[src/rtl/crt_htiming_pkg.sv]
`timescale 1ns/1ps
package crt_htiming_pkg;
  parameter int HREG_W = 8;   // width of each timing register
  parameter int BEND_W = 7;   // blank-end pattern width in extended mode
  parameter int BSTD_W = 6;   // blank-end pattern width in standard mode
  parameter int SEND_W = 5;   // sync-end pattern width
  parameter int BEND_LO_W = 5; // blank-end bits taken from the blank-end register

  // bit positions inside the extension / sync-end registers (decoded behaviour)
  parameter int EXT_TOT_BIT  = 0;
  parameter int EXT_BST_BIT  = 1;
  parameter int EXT_BEND_BIT = 6;
  parameter int SEND_BEND_BIT = 7;

  typedef struct packed {
    logic [HREG_W-1:0] htotal;
    logic [HREG_W-1:0] dend;
    logic [HREG_W-1:0] bstart;
    logic [HREG_W-1:0] bend;
    logic [HREG_W-1:0] sstart;
    logic [HREG_W-1:0] send;
    logic [HREG_W-1:0] ext;
    logic              char8;
    logic              ext_mode;
    logic              neg;
  } hregs_t;
endpackage

[src/rtl/crt_hshadow.sv]
`timescale 1ns/1ps
module crt_hshadow
  import crt_htiming_pkg::*;
(
  input  logic   clk,
  input  logic   rst,
  input  logic   load,
  input  hregs_t live_i,
  output hregs_t sh_o,
  output hregs_t shn_o
);
  hregs_t sh_q;

  // value the shadow takes at the next edge; used by compares made at that edge
  assign shn_o = (rst || load) ? live_i : sh_q;
  assign sh_o  = sh_q;

  always_ff @(posedge clk) begin
    sh_q <= shn_o;
  end

  // between line boundaries the shadow copy never moves
  assert_shadow_hold_R10: assert property (@(posedge clk) disable iff (rst)
    !load |=> $stable(sh_q));
endmodule

[src/rtl/crt_hdot_div.sv]
`timescale 1ns/1ps
module crt_hdot_div #(
  parameter int DOT_W = 4
) (
  input  logic clk,
  input  logic rst,
  input  logic char8,
  output logic stb
);
  localparam logic [DOT_W-1:0] LAST8 = DOT_W'(7);
  localparam logic [DOT_W-1:0] LAST9 = DOT_W'(8);

  logic [DOT_W-1:0] dot_q;
  logic [DOT_W-1:0] dot_last;

  assign dot_last = char8 ? LAST8 : LAST9;
  assign stb      = (dot_q == dot_last);

  always_ff @(posedge clk) begin
    if (rst)      dot_q <= '0;
    else if (stb) dot_q <= '0;
    else          dot_q <= dot_q + DOT_W'(1);
  end

  // the dot position never leaves a 9-dot cell
  assert_dot_range_R1: assert property (@(posedge clk) disable iff (rst)
    dot_q <= LAST9);
endmodule

[src/rtl/crt_hflag.sv]
`timescale 1ns/1ps
module crt_hflag #(
  parameter int CNT_W = 10,
  parameter int PAT_W = 7
) (
  input  logic             clk,
  input  logic             rst,
  input  logic             stb,
  input  logic [CNT_W-1:0] nxt_cnt,
  input  logic [CNT_W-1:0] start_val,
  input  logic [PAT_W-1:0] end_pat,
  input  logic [PAT_W-1:0] end_mask,
  output logic             flag_nxt,
  output logic             flag_q
);
  logic hit_start;
  logic hit_end;

  assign hit_start = (nxt_cnt == start_val);
  assign hit_end   = (((nxt_cnt[PAT_W-1:0] ^ end_pat) & end_mask) == '0);

  always_comb begin
    flag_nxt = flag_q;
    if (stb) begin
      if (hit_start)            flag_nxt = 1'b1;
      else if (flag_q && hit_end) flag_nxt = 1'b0;
    end
  end

  always_ff @(posedge clk) begin
    if (rst) flag_q <= 1'b0;
    else     flag_q <= flag_nxt;
  end

  // reaching the start position always leaves the flag set
  assert_flag_set_R4_R7: assert property (@(posedge clk) disable iff (rst)
    (stb && hit_start) |=> flag_q);
  // the flag moves only on character boundaries
  assert_flag_hold_R5_R8: assert property (@(posedge clk) disable iff (rst)
    !stb |=> $stable(flag_q));
endmodule

[src/rtl/crt_htiming.sv]
`timescale 1ns/1ps
module crt_htiming
  import crt_htiming_pkg::*;
#(
  parameter int CNT_W = HREG_W + 2,
  parameter int DOT_W = 4
) (
  input  logic              clk,
  input  logic              rst,
  input  logic [HREG_W-1:0] htotal_i,
  input  logic [HREG_W-1:0] dend_i,
  input  logic [HREG_W-1:0] bstart_i,
  input  logic [HREG_W-1:0] bend_i,
  input  logic [HREG_W-1:0] sstart_i,
  input  logic [HREG_W-1:0] send_i,
  input  logic [HREG_W-1:0] ext_i,
  input  logic              char8_i,
  input  logic              extmode_i,
  input  logic              syncneg_i,
  output logic              de_o,
  output logic              hblank_o,
  output logic              hsync_o,
  output logic              eol_o
);
  localparam int TOTAL_ADJ = 5;

  hregs_t live, sh, shn;
  logic stb, wrap;
  logic [CNT_W-1:0] cnt_q, nxt_cnt, last_cnt;
  logic [CNT_W-1:0] bs_full, ss_full, dend_full;
  logic [BEND_W-1:0] bend_pat, bend_msk, send_pat, send_msk;
  logic blank_nxt, blank_q, sync_nxt, sync_q;
  logic de_q, hs_q, eol_q;
  logic unused_sh;

  assign live = '{htotal: htotal_i, dend: dend_i, bstart: bstart_i, bend: bend_i,
                  sstart: sstart_i, send: send_i, ext: ext_i, char8: char8_i,
                  ext_mode: extmode_i, neg: syncneg_i};

  crt_hshadow u_shadow (
    .clk(clk), .rst(rst), .load(wrap), .live_i(live), .sh_o(sh), .shn_o(shn)
  );

  crt_hdot_div #(.DOT_W(DOT_W)) u_dot (
    .clk(clk), .rst(rst), .char8(sh.char8), .stb(stb)
  );

  // character counter, wraps after the last character of the line
  assign last_cnt = CNT_W'({sh.ext[EXT_TOT_BIT], sh.htotal}) + CNT_W'(TOTAL_ADJ - 1);
  assign wrap     = stb && (cnt_q == last_cnt);
  assign nxt_cnt  = wrap ? '0 : cnt_q + CNT_W'(1);

  always_ff @(posedge clk) begin
    if (rst)      cnt_q <= '0;
    else if (stb) cnt_q <= nxt_cnt;
  end

  // compare operands, from the values valid for the character being entered
  assign bs_full   = CNT_W'({shn.ext[EXT_BST_BIT], shn.bstart});
  assign ss_full   = CNT_W'(shn.sstart);
  assign dend_full = CNT_W'(shn.dend);
  assign bend_pat  = {shn.ext[EXT_BEND_BIT], shn.send[SEND_BEND_BIT], shn.bend[BEND_LO_W-1:0]};
  assign bend_msk  = {shn.ext_mode, {BSTD_W{1'b1}}};
  assign send_pat  = BEND_W'(shn.send[SEND_W-1:0]);
  assign send_msk  = BEND_W'({SEND_W{1'b1}});

  crt_hflag #(.CNT_W(CNT_W), .PAT_W(BEND_W)) u_blank (
    .clk(clk), .rst(rst), .stb(stb), .nxt_cnt(nxt_cnt), .start_val(bs_full),
    .end_pat(bend_pat), .end_mask(bend_msk), .flag_nxt(blank_nxt), .flag_q(blank_q)
  );

  crt_hflag #(.CNT_W(CNT_W), .PAT_W(BEND_W)) u_sync (
    .clk(clk), .rst(rst), .stb(stb), .nxt_cnt(nxt_cnt), .start_val(ss_full),
    .end_pat(send_pat), .end_mask(send_msk), .flag_nxt(sync_nxt), .flag_q(sync_q)
  );

  // registered outputs aligned with the counter
  always_ff @(posedge clk) begin
    if (rst) begin
      de_q  <= 1'b1;
      hs_q  <= shn.neg;
      eol_q <= 1'b0;
    end else begin
      eol_q <= wrap;
      if (stb) begin
        de_q <= (nxt_cnt <= dend_full) && !blank_nxt;
        hs_q <= sync_nxt ^ shn.neg;
      end
    end
  end

  assign de_o     = de_q;
  assign hblank_o = blank_q;
  assign hsync_o  = hs_q;
  assign eol_o    = eol_q;

  assign unused_sh = ^{sh, shn, sync_q};

  // display enable is never high during blanking
  assert_de_blank_R3: assert property (@(posedge clk) disable iff (rst)
    hblank_o |-> !de_o);
  // the end-of-line strobe lasts a single clock
  assert_eol_pulse_R2: assert property (@(posedge clk) disable iff (rst)
    eol_o |=> !eol_o);
  // the counter stays put inside a character cell
  assert_cnt_hold_R2: assert property (@(posedge clk) disable iff (rst)
    !stb |=> $stable(cnt_q));
  // the counter never passes the last character
  assert_cnt_range_R2: assert property (@(posedge clk) disable iff (rst)
    cnt_q <= last_cnt);
endmodule

[config.mk]
export PLATFORM = sky130hd
export DESIGN_NAME = crt_htiming
export DESIGN_NICKNAME = d
export VERILOG_FILES = /design/src/rtl/crt_htiming_pkg.sv /design/src/rtl/crt_hshadow.sv /design/src/rtl/crt_hdot_div.sv /design/src/rtl/crt_hflag.sv /design/src/rtl/crt_htiming.sv
export SDC_FILE = /design/constraint.sdc
export NUM_CORES = 1
export LEC_CHECK = 0
export BUFFER_PORTS_ARGS = -buffer_cell sky130_fd_sc_hd__buf_4
export CORE_MARGIN = 2
export CORE_UTILIZATION = 45
export CTS_CLUSTER_SIZE = 20
export DETAILED_ROUTE_END_ITERATION = 7
export PLACE_DENSITY_LB_ADDON = 0.3
export SYNTH_ARGS = -nofsm -noshare
export SYNTH_HDL_FRONTEND = slang
export SYNTH_SLANG_ARGS = --single-unit
[constraint.sdc]
create_clock -name clk -period 3.6 [get_ports clk]
set_input_delay 0.36 -clock clk [delete_from_list [all_inputs] [get_ports clk]]
set_output_delay 0.36 -clock clk [all_outputs]
set_load 0.05 [all_outputs]
# After elaboration in Yosys (flattened, before gate mapping)
# Cells that the tools add are included.
[classes] add_sub_neg=3 bitwise=4 magnitude_cmp=1 n_eq_ne=4 n_reduce_logical=10 muxes=11
[ops] cell="two-way mux 51 bit" n=1
[ops] cell="logical NOT 7 bit" n=2
[ops] cell="adder 10 x 1 -> 10 bit (second input constant)" n=1
[ops] cell="adder 9 x 3 -> 10 bit (second input constant)" n=1
[ops] cell="equality test 10 bit" n=1
[ops] cell="equality test 10 x 8 -> 1 bit" n=1
[ops] cell="equality test 10 x 9 -> 1 bit" n=1
[ops] cell="<= comparator 10 x 8 -> 1 bit" n=1
[ops] cell="two-way mux 10 bit" n=1
[ops] cell="two-way mux 1 bit" n=8
[ops] cell="AND 7 bit" n=1
[ops] cell="bitwise XOR 7 bit" n=1
[ops] cell="bitwise XOR 5 bit" n=1
[ops] cell="adder 4 x 1 -> 4 bit (second input constant)" n=1
[ops] cell="equality test 4 bit" n=1
[ops] cell="logical AND 1 bit" n=4
[ops] cell="two-way mux 4 bit" n=1
[ops] cell="nonzero test 2 bit" n=1
[ops] cell="OR reduction 2 bit" n=1
[ops] cell="logical NOT 1 bit" n=1
[ops] cell="logical OR 1 bit" n=1
[ops] cell="bitwise XOR 1 bit" n=1
[word_totals] wordCells=53 out_inout_bits=4 ff_bits=78

# Logic depth before layout (Yosys ltp)
[logic_depth] word_depth=14 ltp_mapped=18 mapped_depth_nobuf=16

# Hierarchy
# A second synthesis with hierarchy kept.
[unflattened] hier_cells=380 hier_area_um2=4002.6
[modules_own_cells] module="crt_hshadow" area_each_um2=1955.6 cells_per_inst=125 n_inst=1 seq_area_each_um2=1181.1
[modules_own_cells] module="crt_htiming" area_each_um2=1345.0 cells_per_inst=176 n_inst=1 seq_area_each_um2=270.3
[modules_own_cells] module="crt_hflag" area_each_um2=252.7 cells_per_inst=30 n_inst=2 seq_area_each_um2=20.0
[modules_own_cells] module="crt_hdot_div" area_each_um2=196.4 cells_per_inst=19 n_inst=1 seq_area_each_um2=80.1

# Worst setup path before layout
# OpenSTA, ideal clock, no wires.
[synth_path] path_type="reg2reg" start="register u_shadow.sh_q (netlist bit u_shadow.sh_o[53])" end="register de_q (netlist: de_o)" path_stages_with_launch=19 t_arrival_ps=3601 setup_slack_ps=-60 required_ps=3542 cell_sequence="edfxtp_1 ha_1 clkbuf_1 xnor2_1 a221oi_1 a31o_2 o211a_1 nor2_1 clkbuf_1 mux2i_1 ha_1 nor2b_1 o21ai_0 nand2b_1 a21oi_1 o21ai_0 a211oi_1 o21a_1 a31o_2"
[synth_between] elab_chain_len=14
[synth_rtl] item="from (decl)" line="crt_hshadow.sv:12" rtl="hregs_t sh_q;"
[synth_rtl] item="from (signal assigned)" line="crt_hshadow.sv:19" rtl="sh_q <= shn_o;"
[synth_rtl] item="adder 9 x 3 -> 10 bit (*)" line="crt_htiming.sv:49" rtl="assign last_cnt = CNT_W'({sh.ext[EXT_TOT_BIT], sh.htotal}) + CNT_W'(TOTAL_ADJ - 1);"
[synth_rtl] item="equality test 10 bit (*)" line="crt_htiming.sv:50" rtl="assign wrap = stb && (cnt_q == last_cnt);"
[synth_rtl] item="logical AND 1 bit (*)" line="crt_htiming.sv:50"
[synth_rtl] item="logical OR 1 bit" line="crt_hshadow.sv:15" rtl="assign shn_o = (rst || load) ? live_i : sh_q;"
[synth_rtl] item="two-way mux 51 bit" line="crt_hshadow.sv:15"
[synth_rtl] item="bitwise XOR 7 bit" line="crt_hflag.sv:20" rtl="assign hit_end = (((nxt_cnt[PAT_W-1:0] ^ end_pat) & end_mask) == '0);"
[synth_rtl] item="AND 7 bit" line="crt_hflag.sv:20"
[synth_rtl] item="logical NOT 7 bit" line="crt_hflag.sv:20"
[synth_rtl] item="logical AND 1 bit" line="crt_hflag.sv:26" rtl="else if (flag_q && hit_end) flag_nxt = 1'b0;"
[synth_rtl] item="two-way mux 1 bit" line="crt_hflag.sv:26"
[synth_rtl] item="two-way mux 1 bit" line="crt_hflag.sv:25" rtl="if (hit_start) flag_nxt = 1'b1;"
[synth_rtl] item="two-way mux 1 bit" line="crt_hflag.sv:24" rtl="if (stb) begin"
[synth_rtl] item="logical NOT 1 bit" line="crt_htiming.sv:86" rtl="de_q <= (nxt_cnt <= dend_full) && !blank_nxt;"
[synth_rtl] item="logical AND 1 bit (*)" line="crt_htiming.sv:86"
[synth_rtl] item="to (signal assigned)" line="crt_htiming.sv:86"
[synth_rtl] item="to (decl)" line="crt_htiming.sv:33" rtl="logic de_q, hs_q, eol_q;"
# Every way passes the cells marked *; elsewhere a longest branch is shown, timed or not.
# A chain may end at the register's enable or synchronous reset.

# Final worst setup path
# Same ends and word-level chain as after synthesis.

==> run summary <==
Status = completed
Ys Warns = 0
Slew @ Worst Pin = 1.23 ns
HPWL after DPL = 7170 µm
Hold Startpoint = char8_i
Drt initial violations = 189
CORE AREA = 8260 µm²
Avg Inst Size Synth = 8.40 µm²
Post-cts gate resize count = 0
Setup TNS = 0 ns
Sequential power share = 50.8%
Placed cell count = 607
CTS Buffer Depth = 2
Initial Util = 46.7%
Worst Path Required = 3.90 ns
Core Util, Final = 55.4%
Area growth, synth to finish = 18.7%
Min-Delay Path Depth = 1
Commonest non-fill, non-tap cell in the layout = nand2_1
Most frequent cells in the layout = nand2_1 (115), buf_4 (67), dfxtp_1 (57)
Antenna Nets Post-Route = 0
Final Max Tran Viols = 0
Die ar. = 9330 µm²
Non-filler instance count after layout = 622
CP Launch Type = flip-flop
Worst Hold Class = input port to flip-flop
Overall Global Routing Usage = 22.7%
CTS buffer count = 9
Chip Width = 96.6 µm
CTS root buffer = clkbuf_8
Critical path class = flip-flop to flip-flop
R2R Path Start = u_shadow.sh_o[53]$_DFFE_PN_
Slew HR = 17.9%
First-pass GRT wire length = 16100 µm
Total number of vias = 3519
LEAKAGE = 2.04 nW
RSZ-0062 raised after global routing = no
Psw = 0.000448 W
Post-CTS setup buffers = 0
Critical Path Sink Type = flip-flop
Hold Vio Cnt, Final = 0
# rows = 33
Synth Instances = 459
Critical path arrival = 3.74 ns
H-tree Lvls = 3
Num Clock Sinks = 68
I/O pin cnt = 65
Vias in the first global route = 3226
Worst reg-to-reg path cell count = 16
Clock Latency Late Sink = 0.36 ns
PD cells = 372 nW/µm²
Total grt overflow = 0
P_int = 0.00125 W
Max Cap Viol = 0
Fin Clk Skew = 0.0113 ns
Share of cells above drive strength 1 = 19.9%
Placement Cell Area = 4380 µm²
Netlist cell types = 68
Critical-path maximum fanout = 4
EDFF count, synth = 11
PortBufs = 54
Final Cycle Share = 95.6%
Largest net degree at the start of global routing = 34
Clk pwr share = 35.4%
Power share of the combinational group = 13.8%
Worst hold slack = 0.173 ns
Placer Congestion = 0.885
Sequential fraction of the synthesis area = 38.2%
Clock tree from TritonCTS = done
Avg WL per Cell = 15.9 µm
Synthesized cell area = 3860 µm²
Final min period = 3.44 ns
FILL cells = 780
Switching Share = 26.3%
Max Freq = 0.291 GHz
FFs w/ async S/R, synth = 0%
Final Setup Violations = 0
R2R Path End = de_o$_SDFFE_PP1N_
Initial antenna violation count = 0
Yosys reg bits = 68
Worst-path clk slew = 0.07 ns
Syn nets = 531
Die Height = 96.6 µm
Most used DFF post-synth = dfxtp_1
Final instance area = 4580 µm²
Layout net count = 585
Worst hold path endpoint = u_shadow.sh_o[2]$_DFFE_PN_
DRC = 0
Via density = 5.66
Reg2Reg Setup Slack = 0.16 ns
Worst vdd ir = 0.147 mV
ANT cells = 0
DRT Wirelength = 9880 µm
Hold_buf cts = 0
TritonRoute pass-1 iters = 5
## synthesized netlist by cell type (4+ instances only)
library cell | n | area (µm²)
nor4_1 | 7 | 43.8
nor3_1 | 6 | 30.0
or4_1 | 5 | 37.5
xnor2_1 | 14 | 123
nand2_1 | 115 | 432
and2_1 | 5 | 31.3
a21oi_1 | 26 | 130
inv_1 | 14 | 52.6
and3_1 | 9 | 56.3
dfxtp_1 | 57 | 1140
ha_1 | 11 | 138
edfxtp_1 | 11 | 330
nand4_1 | 4 | 25.0
nand3_1 | 8 | 40.0
xor2_1 | 18 | 158
clkbuf_1 | 16 | 60.1
mux2_2 | 7 | 78.8
o21ai_0 | 15 | 75.1
nor2_1 | 20 | 75.1
mux2i_1 | 13 | 130
## sequential cells by signal, summed over array words and instances, names as in the netlist
register and flops:
u_shadow.sh_o 49, cnt_q 10, u_dot.dot_q 4, de_o 1
eol_o 1, hsync_o 1, u_blank.flag_q 1, u_sync.flag_q 1
## layer usage
layer / part of all wire [%] / global-route usage, % / wire [µm]
met5: 0 / 0 / 0
met4: 1.8 / 9.04 / 173
met3: 6.6 / 6.28 / 653
met2: 48 / 35.9 / 4740
met1: 44 / 29.3 / 4320
## worst max-delay path by stage
| stage | slack, ns | cells after the start | end | startpoint |
|---|---|---|---|---|
| 2_1_floorplan | 0.1 | 18 | de_o$_SDFFE_PP1N_ | u_shadow.sh_o[53]$_DFFE_PN_ |
| 3_3_place_gp | 0.24 | 16 | de_o$_SDFFE_PP1N_ | u_shadow.sh_o[53]$_DFFE_PN_ |
| 3_5_place_dp | 0.18 | 16 | de_o$_SDFFE_PP1N_ | u_shadow.sh_o[53]$_DFFE_PN_ |
| 4_1_cts | 0.13 | 16 | de_o$_SDFFE_PP1N_ | u_shadow.sh_o[53]$_DFFE_PN_ |
| 5_1_grt | 0.05 | 16 | de_o$_SDFFE_PP1N_ | u_shadow.sh_o[53]$_DFFE_PN_ |
| 6_report | 0.16 | 16 | de_o$_SDFFE_PP1N_ | u_shadow.sh_o[53]$_DFFE_PN_ |
## final cells by class
cell class,instances,area [µm²],share of cell area (%)
tap,105,131,2.87
multi-input combinational,351,2210,48.2
clock buffer,12,166,3.64
clock inverter,3,18.8,0.410
sequential,68,1470,32.2
inverter,15,58.8,1.29
timing repair buffer,68,523,11.4
## through the flow
stage,total power [W],worst slack [ns]
floorplan,0.00102,0.0987
global placement,0.00110,0.244
detailed placement,0.00111,0.182
CTS,0.00171,0.132
global route,0.00179,0.0521
finish,0.00170,0.160
## power by group through the flow
| stage | sequential, W | combinational [W] | clock [W] |
|---|---|---|---|
| floorplan | 0.000877 | 0.000140 | 0 |
| global placement | 0.000878 | 0.000226 | 0 |
| detailed placement | 0.000881 | 0.000233 | 0 |
| CTS | 0.000864 | 0.000234 | 0.000608 |
| global route | 0.000871 | 0.000263 | 0.000656 |
| finish | 0.000864 | 0.000235 | 0.000602 |
## cell families after synthesis
kind of cell	Yosys count	synth area share (%)
compound gates	86	15.4
xor+xnor	33	7.98
fa+ha+maj	11	3.57
buf+inv	40	4.93
flops	68	38.2
mux	20	5.42
simple gates	201	24.5
## critical path, stage by stage (launching register included)
cell      delay (ns)
edfxtp_1        0.40
ha_2            0.30
xor2_1          0.14
nor4_1          0.32
o2111a_1        0.27
o211a_1         0.22
nor2_2          0.09
mux2i_1         0.24
ha_1            0.28
nor2b_1         0.13
o21ai_0         0.16
nand2b_1        0.08
a21oi_1         0.13
o21ai_0         0.09
a211oi_1        0.25
o21a_1          0.14
a31o_2          0.13
No activity file was read; power rests on OpenSTA's default activity.
